==> config.mk <==
export PLATFORM = sky130hd
export DESIGN_NAME = wavegen_chan
export DESIGN_NICKNAME = d
export VERILOG_FILES = /design/src/rtl/wavegen_pkg.sv /design/src/rtl/wavegen_regs.sv /design/src/rtl/wavegen_counter.sv /design/src/rtl/wavegen_pin.sv /design/src/rtl/wavegen_chan.sv
export SDC_FILE = /design/constraint.sdc
export NUM_CORES = 1
export LEC_CHECK = 0
export BUFFER_PORTS_ARGS = -buffer_cell sky130_fd_sc_hd__buf_2
export CAP_MARGIN = 40
export CELL_PAD_IN_SITES_DETAIL_PLACEMENT = 1
export CELL_PAD_IN_SITES_GLOBAL_PLACEMENT = 1
export CORE_ASPECT_RATIO = 1.5
export CORE_MARGIN = 2
export CORE_UTILIZATION = 40
export CTS_BUF_LIST = sky130_fd_sc_hd__clkbuf_8
export DETAILED_ROUTE_END_ITERATION = 16
export GPL_TIMING_DRIVEN = 0
export PLACE_DENSITY = 0.82
export SLEW_MARGIN = 20
export SYNTH_ARGS = -nofsm -noshare
export SYNTH_HDL_FRONTEND = slang
export SYNTH_SLANG_ARGS = --single-unit
==> constraint.sdc <==
create_clock -name clk -period 2.6 [get_ports clk]
set_clock_uncertainty 0.2 [all_clocks]
set_input_delay 0.52 -clock clk [delete_from_list [all_inputs] [get_ports clk]]
set_output_delay 0.52 -clock clk [all_outputs]
set_load 0.02 [all_outputs]
==> src/rtl/wavegen_pkg.sv <==
package wavegen_pkg;
  localparam int DW    = 32;
  localparam int AW    = 4;
  localparam int NFLAG = 8;

  typedef enum logic [AW-1:0] {
    A_CTRL  = 4'd0,
    A_MODE  = 4'd1,
    A_CMPA  = 4'd2,
    A_CMPB  = 4'd3,
    A_CMPC  = 4'd4,
    A_COUNT = 4'd5,
    A_STAT  = 4'd6,
    A_IEN   = 4'd7,
    A_IDIS  = 4'd8,
    A_IMASK = 4'd9
  } reg_addr_e;

  typedef enum logic [1:0] {ACT_KEEP, ACT_SET, ACT_CLR, ACT_FLIP} act_e;

  // mode word field positions
  localparam int MB_STOP  = 6;
  localparam int MB_DIS   = 7;
  localparam int MB_EDGE  = 8;
  localparam int MB_SRC   = 10;
  localparam int MB_ETRG  = 12;
  localparam int MB_SHAPE = 13;
  localparam int MB_WAVE  = 15;
  localparam int MB_ACT   = 16;
  localparam int ACT_SPAN = 8;

  // status flag positions
  localparam int FL_OVF  = 0;
  localparam int FL_CA   = 2;
  localparam int FL_CB   = 3;
  localparam int FL_CC   = 4;
  localparam int FL_ETRG = 7;
  localparam int ST_CLK  = 16;
  localparam int ST_WA   = 17;
  localparam int ST_WB   = 18;
endpackage

==> src/rtl/wavegen_regs.sv <==
module wavegen_regs
  import wavegen_pkg::*;
#(
  parameter int CW = 16
) (
  input  logic             clk,
  input  logic             rst_n,
  input  logic             bus_wr,
  input  logic             bus_rd,
  input  logic [AW-1:0]    bus_addr,
  input  logic [DW-1:0]    bus_wdata,
  output logic [DW-1:0]    bus_rdata,
  input  logic [NFLAG-1:0] flag_set,
  input  logic             clk_on,
  input  logic             wave_a,
  input  logic             wave_b,
  input  logic [CW-1:0]    count,
  output logic [DW-1:6]    mode_cfg,
  output logic [CW-1:0]    cmp_a,
  output logic [CW-1:0]    cmp_b,
  output logic [CW-1:0]    cmp_c,
  output logic             go_en,
  output logic             go_dis,
  output logic             go_trig,
  output logic             irq
);
  logic [DW-1:0]    mode_q;
  logic [NFLAG-1:0] flags;
  logic [NFLAG-1:0] mask;
  logic             wr_ctrl;
  logic             rd_stat;

  assign wr_ctrl  = bus_wr && (bus_addr == A_CTRL);
  assign rd_stat  = bus_rd && (bus_addr == A_STAT);
  assign go_en    = wr_ctrl & bus_wdata[0];
  assign go_dis   = wr_ctrl & bus_wdata[1];
  assign go_trig  = wr_ctrl & bus_wdata[2];
  assign mode_cfg = mode_q[DW-1:6];
  assign irq      = |(flags & mask);

  always_ff @(posedge clk) begin
    if (!rst_n) begin
      mode_q <= '0;
      cmp_a  <= '0;
      cmp_b  <= '0;
      cmp_c  <= '0;
      mask   <= '0;
    end else if (bus_wr) begin
      case (bus_addr)
        A_MODE: mode_q <= bus_wdata;
        A_CMPA: cmp_a  <= bus_wdata[CW-1:0];
        A_CMPB: cmp_b  <= bus_wdata[CW-1:0];
        A_CMPC: cmp_c  <= bus_wdata[CW-1:0];
        A_IEN:  mask   <= mask | bus_wdata[NFLAG-1:0];
        A_IDIS: mask   <= mask & ~bus_wdata[NFLAG-1:0];
        default: ;
      endcase
    end
  end

  always_ff @(posedge clk) begin
    if (!rst_n)       flags <= '0;
    else if (rd_stat) flags <= flag_set;
    else              flags <= flags | flag_set;
  end

  always_comb begin
    bus_rdata = '0;
    case (bus_addr)
      A_MODE:  bus_rdata = mode_q;
      A_CMPA:  bus_rdata[CW-1:0] = cmp_a;
      A_CMPB:  bus_rdata[CW-1:0] = cmp_b;
      A_CMPC:  bus_rdata[CW-1:0] = cmp_c;
      A_COUNT: bus_rdata[CW-1:0] = count;
      A_STAT: begin
        bus_rdata[NFLAG-1:0] = flags;
        bus_rdata[ST_CLK]    = clk_on;
        bus_rdata[ST_WA]     = wave_a;
        bus_rdata[ST_WB]     = wave_b;
      end
      A_IMASK: bus_rdata[NFLAG-1:0] = mask;
      default: bus_rdata = '0;
    endcase
  end
endmodule

==> src/rtl/wavegen_counter.sv <==
module wavegen_counter
  import wavegen_pkg::*;
#(
  parameter int CW = 16
) (
  input  logic          clk,
  input  logic          rst_n,
  input  logic          tick,
  input  logic          wave_on,
  input  logic [1:0]    shape,
  input  logic          stop_on_c,
  input  logic          dis_on_c,
  input  logic          go_en,
  input  logic          go_dis,
  input  logic          trig,
  input  logic [CW-1:0] cmp_a,
  input  logic [CW-1:0] cmp_b,
  input  logic [CW-1:0] cmp_c,
  output logic [CW-1:0] count,
  output logic          clk_on,
  output logic          halted,
  output logic          hit_a,
  output logic          hit_b,
  output logic          hit_c,
  output logic          ovf
);
  localparam logic [CW-1:0] TOP = '1;

  logic          dir_dn, pend, run, kick, updn, use_c, at_c;
  logic [CW-1:0] nxt;
  logic          nxt_dn;

  assign run   = tick & wave_on & clk_on & ~halted;
  assign kick  = trig | pend;
  assign updn  = shape[0];
  assign use_c = shape[1];
  assign at_c  = use_c && (count == cmp_c);
  assign hit_a = run && (count == cmp_a);
  assign hit_b = run && (count == cmp_b);
  assign hit_c = run && (count == cmp_c);

  always_comb begin
    nxt    = count;
    nxt_dn = dir_dn;
    ovf    = 1'b0;
    if (run) begin
      if (kick) begin
        nxt    = '0;
        nxt_dn = 1'b0;
      end else if (!updn) begin
        if (at_c) nxt = '0;
        else begin
          nxt = count + CW'(1);
          ovf = (count == TOP);
        end
      end else if (!dir_dn) begin
        if (at_c || count == TOP) begin
          nxt    = count - CW'(1);
          nxt_dn = 1'b1;
          ovf    = (count == TOP);
        end else nxt = count + CW'(1);
      end else if (count == '0) begin
        nxt    = CW'(1);
        nxt_dn = 1'b0;
      end else nxt = count - CW'(1);
    end
  end

  always_ff @(posedge clk) begin
    if (!rst_n) begin
      count  <= '0;
      dir_dn <= 1'b0;
      pend   <= 1'b0;
      clk_on <= 1'b0;
      halted <= 1'b0;
    end else begin
      count  <= nxt;
      dir_dn <= nxt_dn;
      if (run)       pend <= 1'b0;
      else if (trig) pend <= 1'b1;
      if (go_dis)                clk_on <= 1'b0;
      else if (go_en)            clk_on <= 1'b1;
      else if (hit_c && dis_on_c) clk_on <= 1'b0;
      if (go_en || trig)          halted <= 1'b0;
      else if (hit_c && stop_on_c) halted <= 1'b1;
    end
  end
endmodule

==> src/rtl/wavegen_pin.sv <==
module wavegen_pin
  import wavegen_pkg::*;
(
  input  logic       clk,
  input  logic       rst_n,
  input  logic [3:0] evt,   // 0 own compare, 1 compare C, 2 external, 3 software
  input  logic [7:0] acts,  // 2-bit action per event, same order
  output logic       q
);
  act_e sel;

  always_comb begin
    sel = ACT_KEEP;
    for (int k = 0; k < 4; k++) begin
      if (evt[k] && acts[2*k +: 2] != 2'd0) sel = act_e'(acts[2*k +: 2]);
    end
  end

  always_ff @(posedge clk) begin
    if (!rst_n) q <= 1'b0;
    else begin
      case (sel)
        ACT_SET:  q <= 1'b1;
        ACT_CLR:  q <= 1'b0;
        ACT_FLIP: q <= ~q;
        default:  q <= q;
      endcase
    end
  end
endmodule

==> src/rtl/wavegen_chan.sv <==
module wavegen_chan
  import wavegen_pkg::*;
#(
  parameter int CW = 16
) (
  input  logic          clk,
  input  logic          rst_n,
  input  logic          bus_wr,
  input  logic          bus_rd,
  input  logic [3:0]    bus_addr,
  input  logic [31:0]   bus_wdata,
  output logic [31:0]   bus_rdata,
  input  logic          cnt_tick,
  input  logic          evt_pin,
  input  logic [2:0]    aux_in,
  output logic          wave_a,
  output logic          wave_b,
  output logic          irq
);
  logic [DW-1:6]    mode_cfg;
  logic [CW-1:0]    cmp_a, cmp_b, cmp_c, count;
  logic             go_en, go_dis, go_trig;
  logic             clk_on, halted, hit_a, hit_b, hit_c, ovf;
  logic             wave_on, ext_evt, ext_trig, trig;
  logic [3:0]       raw, raw_q;
  logic             cur, old;
  logic [1:0]       edge_sel, src_sel;
  logic [NFLAG-1:0] flag_set;
  logic [1:0]       pin_q;

  assign wave_on  = mode_cfg[MB_WAVE];
  assign edge_sel = mode_cfg[MB_EDGE +: 2];
  assign src_sel  = mode_cfg[MB_SRC +: 2];
  assign raw      = {aux_in, evt_pin};

  always_ff @(posedge clk) raw_q <= raw;

  assign cur      = raw[src_sel];
  assign old      = raw_q[src_sel];
  assign ext_evt  = wave_on & ((edge_sel[0] & cur & ~old) | (edge_sel[1] & ~cur & old));
  assign ext_trig = ext_evt & mode_cfg[MB_ETRG];
  assign trig     = go_trig | ext_trig;

  always_comb begin
    flag_set          = '0;
    flag_set[FL_OVF]  = ovf;
    flag_set[FL_CA]   = hit_a;
    flag_set[FL_CB]   = hit_b;
    flag_set[FL_CC]   = hit_c;
    flag_set[FL_ETRG] = ext_trig;
  end

  wavegen_regs #(.CW(CW)) u_regs (
    .clk(clk), .rst_n(rst_n), .bus_wr(bus_wr), .bus_rd(bus_rd),
    .bus_addr(bus_addr), .bus_wdata(bus_wdata), .bus_rdata(bus_rdata),
    .flag_set(flag_set), .clk_on(clk_on), .wave_a(wave_a), .wave_b(wave_b),
    .count(count), .mode_cfg(mode_cfg), .cmp_a(cmp_a), .cmp_b(cmp_b),
    .cmp_c(cmp_c), .go_en(go_en), .go_dis(go_dis), .go_trig(go_trig), .irq(irq)
  );

  wavegen_counter #(.CW(CW)) u_cnt (
    .clk(clk), .rst_n(rst_n), .tick(cnt_tick), .wave_on(wave_on),
    .shape(mode_cfg[MB_SHAPE +: 2]), .stop_on_c(mode_cfg[MB_STOP]),
    .dis_on_c(mode_cfg[MB_DIS]), .go_en(go_en), .go_dis(go_dis), .trig(trig),
    .cmp_a(cmp_a), .cmp_b(cmp_b), .cmp_c(cmp_c), .count(count),
    .clk_on(clk_on), .halted(halted), .hit_a(hit_a), .hit_b(hit_b),
    .hit_c(hit_c), .ovf(ovf)
  );

  for (genvar i = 0; i < 2; i++) begin : g_pin
    wavegen_pin u_pin (
      .clk(clk), .rst_n(rst_n),
      .evt({go_trig & wave_on, ext_evt, hit_c, (i == 0) ? hit_a : hit_b}),
      .acts(mode_cfg[MB_ACT + ACT_SPAN*i +: ACT_SPAN]),
      .q(pin_q[i])
    );
  end

  assign wave_a = pin_q[0];
  assign wave_b = pin_q[1];
endmodule

Yosys cells after proc, flatten, opt, wreduce, memory -nomap -nowiden
Cells that the tools add are included.
{"block": "classes", "n_addsub": 2, "n_lt_le_gt_ge": 1, "eq_ne": 19, "n_mux": 39, "bitwise_logic": 27, "reduce_logical": 44}
{"operator": "$mux 16", "n": 6}
{"operator": "$pmux 8 s7", "n": 1}
{"operator": "$eq 16x16->1", "n": 3}
{"operator": "$pmux 8 s5", "n": 1}
{"operator": "$reduce_bool 2->1", "n": 11}
{"operator": "$add 16x1->16 const B", "n": 1}
{"operator": "$and 8x8->8", "n": 2}
{"operator": "$eq 16x16->1 const B", "n": 1}
{"operator": "$eq 4x3->1 const B", "n": 4}
{"operator": "$logic_and 1x1->1", "n": 16}
{"operator": "$logic_not 16->1", "n": 1}
{"operator": "$mux 2", "n": 8}
{"operator": "$or 8x8->8", "n": 2}
{"operator": "$pmux 8 s2", "n": 1}
{"operator": "$sub 16x1->16 const B", "n": 1}
{"operator": "$mux 1", "n": 15}
{"operator": "$and 1x1->1", "n": 13}
{"operator": "$mux 13", "n": 1}
{"operator": "$reduce_and 2->1", "n": 6}
{"operator": "$eq 2x2->1 const B", "n": 4}
{"operator": "$eq 4x2->1 const B", "n": 2}
{"operator": "$eq 4x4->1 const B", "n": 2}
{"operator": "$mux 8", "n": 1}
{"operator": "$not 8->8", "n": 1}
{"operator": "13 further kinds", "n": 28}
{"block": "word_totals", "register_bits": 122, "output_inout_bits": 35, "elab_cells": 147}

Longest topological paths before layout
{"block": "depth", "ltp_word": 14, "ltp_mapped": 11, "ltp_nobuf": 9}

Modules after synthesis
A second synthesis with hierarchy kept.
{"block": "unflattened", "cells_unflattened": 929, "area_unflattened_um2": 7707.4}
{"mod": "wavegen_regs", "instances": 1, "cells_per_inst": 638, "area_each_um2": 5291.3, "seq_area_each_um2": 1921.8}
{"mod": "wavegen_counter", "instances": 1, "cells_per_inst": 250, "area_each_um2": 2029.4, "seq_area_each_um2": 400.4}
{"mod": "wavegen_chan", "instances": 1, "cells_per_inst": 17, "area_each_um2": 196.4, "seq_area_each_um2": 80.1}
{"mod": "wavegen_pin", "instances": 2, "cells_per_inst": 12, "area_each_um2": 95.1, "seq_area_each_um2": 20.0}

Worst setup path before layout
Ideal clock, no wire load.
{"block": "synth_path", "path_type": "in2out", "from": "in bus_addr[3]", "to": "out bus_rdata[12]", "arrival_ps": 2059, "required_time_ps": 1880, "path_slack_ps": -179, "stages": 6, "n_path_buf": 2, "path_cell_list": "clkbuf_1 > nand2b_1 > nor3_1 > clkbuf_1 > a22oi_1 > nand3_1"}
{"block": "synth_between", "elab_chain_len": 2, "elab_cells_between_ends": 6, "classes_between": "eq/ne (5); mux (1)"}
{"item": "start, declared", "line": "wavegen_chan.sv:10", "source": "input logic [3:0] bus_addr,"}
{"item": "$eq 4x3->1 (tied with other cells)", "line": "wavegen_regs.sv:69", "source": "case (bus_addr)"}
{"item": "$pmux 8 s5 *", "line": "wavegen_regs.sv:69"}
{"item": "end, declared", "line": "wavegen_chan.sv:12", "source": "output logic [31:0] bus_rdata,"}
Every way passes the cells marked *; elsewhere a longest branch is shown, timed or not.

Worst setup path after layout
{"block": "layout_path", "from": "reg u_cnt.count[0]", "to": "reg u_cnt.count[12]"}
{"block": "layout_between", "elab_chain_len": 7, "elab_cells_between_ends": 13, "classes_between": "add/sub (2); eq/ne (2); mux (6); reduce/logical (3)"}
{"item": "start, declared", "line": "wavegen_counter.sv:19", "source": "output logic [CW-1:0] count,"}
{"item": "start signal, assigned", "line": "wavegen_counter.sv:77", "source": "count <= nxt;"}
{"item": "branches (longest 5 deep; another with $add 16x1->16)"}
{"item": "$mux 16 *", "line": "wavegen_counter.sv:50", "source": "end else if (!updn) begin"}
{"item": "$mux 16 *", "line": "wavegen_counter.sv:47", "source": "if (kick) begin"}
Mark *: on every way between the ends.
A chain may end at the register's enable or synchronous reset.

==> results.cfg <==
[logic_synthesis]
synth_ff_type = sky130_fd_sc_hd__dfxtp_1
synthesis.area_um2 = 6630
synth_largest_area_cell = sky130_fd_sc_hd__dfxtp_1
synth_warnings = 0
postSynthCellCount = 865
post_synth_num_cell_types = 64
asyncSetResetFlopFracSynth_pct = 0
post_synth_xor_area_fraction_pct = 6.47
yosysSeqAreaShare_pct = 35.9
post_synth_mux_area_share_pct = 2.25
synth_top_area_share_pct = 35.9
arithmetic_cell_share_of_the_synthesized_area_counting_full_adders_half_adders_and_majority_gates_pct = 0.566
synth-compound-area-share_pct = 22.3
synth_most_common_cell = sky130_fd_sc_hd__nand2_1
synth_nets = 913
synthTopCellsByCount = sky130_fd_sc_hd__nand2_1 (228), sky130_fd_sc_hd__dfxtp_1 (119), sky130_fd_sc_hd__a21boi_0 (68)
synth_top_family_by_area = simple AND/OR/NAND/NOR gates
synthesized_area_fraction_occupied_by_and_or_nand_nor_cells_pct = 27.0
netlist_top_cells_area = sky130_fd_sc_hd__dfxtp_1 (36%), sky130_fd_sc_hd__nand2_1 (13%), sky130_fd_sc_hd__a21boi_0 (7.7%), sky130_fd_sc_hd__xor2_1 (5.7%), sky130_fd_sc_hd__a22oi_1 (4.4%)
postSynthAreaPerCell_um2 = 7.67
synth-edff-count = 0
yosys_register_bits = 119

[placement]
routabilityCongestion = 0.938
placed_cells = 1144
numPortBuffers = 73
placement.setup.worst_slack_ps = -853
place_hpwl_um = 19600

[floorplan]
pin_count = 80
die_width_um = 109
core.rowCount = 57
initial_cell_density_of_the_core_pct = 41.0
placeableCoreArea_um2 = 16200
fp.dieArea_um2 = 17600
die_y_um = 162

[clocking]
cts.sink_count = 119
cts.path.max_buffers = 2
numCtsBuffers = 17
worst_skew_pair.late_latency_ps = 460
cts_tree = yes
clock-root-buffer = sky130_fd_sc_hd__clkbuf_8
cts.htree.levels = 4
clk_pin_slew_worst_paths_ps = 80

[route]
final_antenna_net_count = 0
finalWirelength_um = 27400
drt-initial-drc-count = 470
drc_errors = 0
drt-vias-per-instance = 6.01
first_pass_detailed_route_iteration_total = 5
via_count = 7253
routedWlPerCell_um = 22.7

[power_and_ir_drop]
power_frac_seq_pct = 45.7
total_power_mw = 4.08
power.net_switching_mw = 1.13
comb_power_share_pct = 8.7
cellLeakagePower_nw = 3.41
power.share.switching_pct = 27.7
p_int_mw = 2.95
vdd_ir_drop_max_mv = 0.279
p_per_area_nw_per_um2 = 486
clkPwrFrac_pct = 45.6

[job]
cap_viol_max_count = 0

[final_layout]
post_layout_nonfiller_instances = 1207
multi_input_comb_area_um2 = 4180
synth_to_layout_area_growth_pct = 26.6
diodes = 0
final_layout_size_suffix_gt1_share_pct = 22.9
seqCellArea_um2 = 2400
final_nets = 1036
layout.filler_cells = 2007

[setup_path]
critical_path_peak_fanout = 10
crit_type = register to register
cp_data_required_time_ps = 2750
critPathLaunchType = register
worstPathArrival_ps = 2780
setup.worst_path.end_class = register
reg2reg_slack_ps = -30

[sta]
setup_viol_count_final = 2
hold_worst_slack_ps = 95.3
min_period_ps = 2630
fmaxAchievable_mhz = 381
final.period_utilization_pct = 101
tightestPinTransition_ps = 773
hold_viol_final = 0
setup_ws_ps = -25.2
final_max_slew_viol_count = 0
max_slew_margin_pct = 48.5
setup-tns-final_ps = -49.7
rsz0062_at_grt = true

[global_route]
grt_max_degree = 17
antenna_violations_before_repair = 0
grt_first_pass_wirelength_um = 41100
overflow = 0
grt_pass1_vias = 7434
overall_fraction_of_global_route_tracks_in_use_pct = 31.0

[run_status]
violations = negative setup slack
run_status = complete, but fails checks

[hold_path]
min_path_type = primary input to register
sequential cells by signal, summed over array words and instances (netlist names), named ones only:
register and count:
g_pin.u_pin.q 2, raw_q 4, u_cnt.clk_on 1, u_cnt.count 16, u_cnt.dir_dn 1, u_cnt.halted 1, u_cnt.pend 1, u_regs.cmp_a 16
u_regs.cmp_b 16, u_regs.cmp_c 16, u_regs.flags 5, u_regs.mode_q 32
layout make-up:
class                      instances  share of cell area (%)
timing repair buffer             110                    8.02
clock inverter                    14                    2.07
buffer                            60                    4.65
sequential                       119                    28.5
inverter                          20                   0.894
tap                              206                    3.07
multi-input combinational        660                    49.8
clock buffer                      18                    2.95
worst paths after layout:
check | to | cells after the start | start
setup / recovery | u_cnt.count[12] | 11 | u_cnt.count[0]
hold / removal | u_regs.mode_q[29] | 3 | bus_wdata[29]
setup reg to reg | u_cnt.count[12] | 11 | u_cnt.count[0]
hold reg to reg | u_regs.mode_q[4] | 2 | u_regs.mode_q[4]
cell usage in the layout, fill, tap and decap left out, types with 6 or more instances in the layout:
cell type and instances:
sky130_fd_sc_hd__dfxtp_1 111, sky130_fd_sc_hd__buf_2 76, sky130_fd_sc_hd__buf_6 8, sky130_fd_sc_hd__nand2_1 226, sky130_fd_sc_hd__buf_4 34, sky130_fd_sc_hd__a21boi_1 16
sky130_fd_sc_hd__nor2_1 29, sky130_fd_sc_hd__o21ai_0 10, sky130_fd_sc_hd__xor2_1 42, sky130_fd_sc_hd__nor4_1 8, sky130_fd_sc_hd__dfxtp_2 6, sky130_fd_sc_hd__inv_1 18
sky130_fd_sc_hd__clkbuf_4 6, sky130_fd_sc_hd__a22oi_1 39, sky130_fd_sc_hd__clkbuf_1 32, sky130_fd_sc_hd__nand3_1 28, sky130_fd_sc_hd__xnor2_1 6, sky130_fd_sc_hd__a21boi_0 67
sky130_fd_sc_hd__nand4_1 9, sky130_fd_sc_hd__a21oi_1 21, sky130_fd_sc_hd__clkbuf_8 20, sky130_fd_sc_hd__nor3_1 15, sky130_fd_sc_hd__and3_1 15, sky130_fd_sc_hd__nor2b_1 9
stage by stage:
stage | instance area, µm² | util (%)
2_1_floorplan | 6670 | -
3_3_place_gp | 7290 | 45.0
3_5_place_dp | 7290 | 45.0
4_1_cts | 8100 | 50.1
5_1_grt | 8400 | 51.9
6_report | 8400 | 51.9
worst max-delay path, cell delays in order (launching register included):
cell and delay (ps):
sky130_fd_sc_hd__dfxtp_1 360, sky130_fd_sc_hd__buf_6 170, sky130_fd_sc_hd__inv_2 100, sky130_fd_sc_hd__ha_1 190, sky130_fd_sc_hd__nand2_1 60, sky130_fd_sc_hd__or4_4 470, sky130_fd_sc_hd__nor3_4 240, sky130_fd_sc_hd__nand2_2 120
sky130_fd_sc_hd__and2_4 220, sky130_fd_sc_hd__buf_8 140, sky130_fd_sc_hd__a31oi_4 180, sky130_fd_sc_hd__o21ai_1 80
power by group through the flow:
stage	Clock (mW)	Sequential (mW)	Combinational (mW)
after floorplan	0	1.90	0.162
after global placement	0	1.91	0.283
after detailed placement	0	1.91	0.289
after CTS	1.86	1.86	0.331
after global routing	1.96	1.87	0.372
final	1.86	1.86	0.354
layer usage:
metal	global-route usage, %	part of all wire (%)
met2	55.8	52
met4	19.0	7.0
met1	32.7	36
met5	0	0
met3	5.50	5.4
repair_timing:
action                     CTS  global route
hold endpoints to repair     4             0
pin swaps                   22            27
hold buffers                 4             0
setup endpoints to repair   52            46
buffers inserted            18            11
gates cloned                 1             3
resized for setup           70            65
cells by family after synthesis:
group,after synthesis
xor+xnor,49
mux,12
buf+inv,86
flops,119
compound gates,205
fa+ha+maj,3
simple gates,391
No activity file was read; power rests on OpenSTA's default activity.
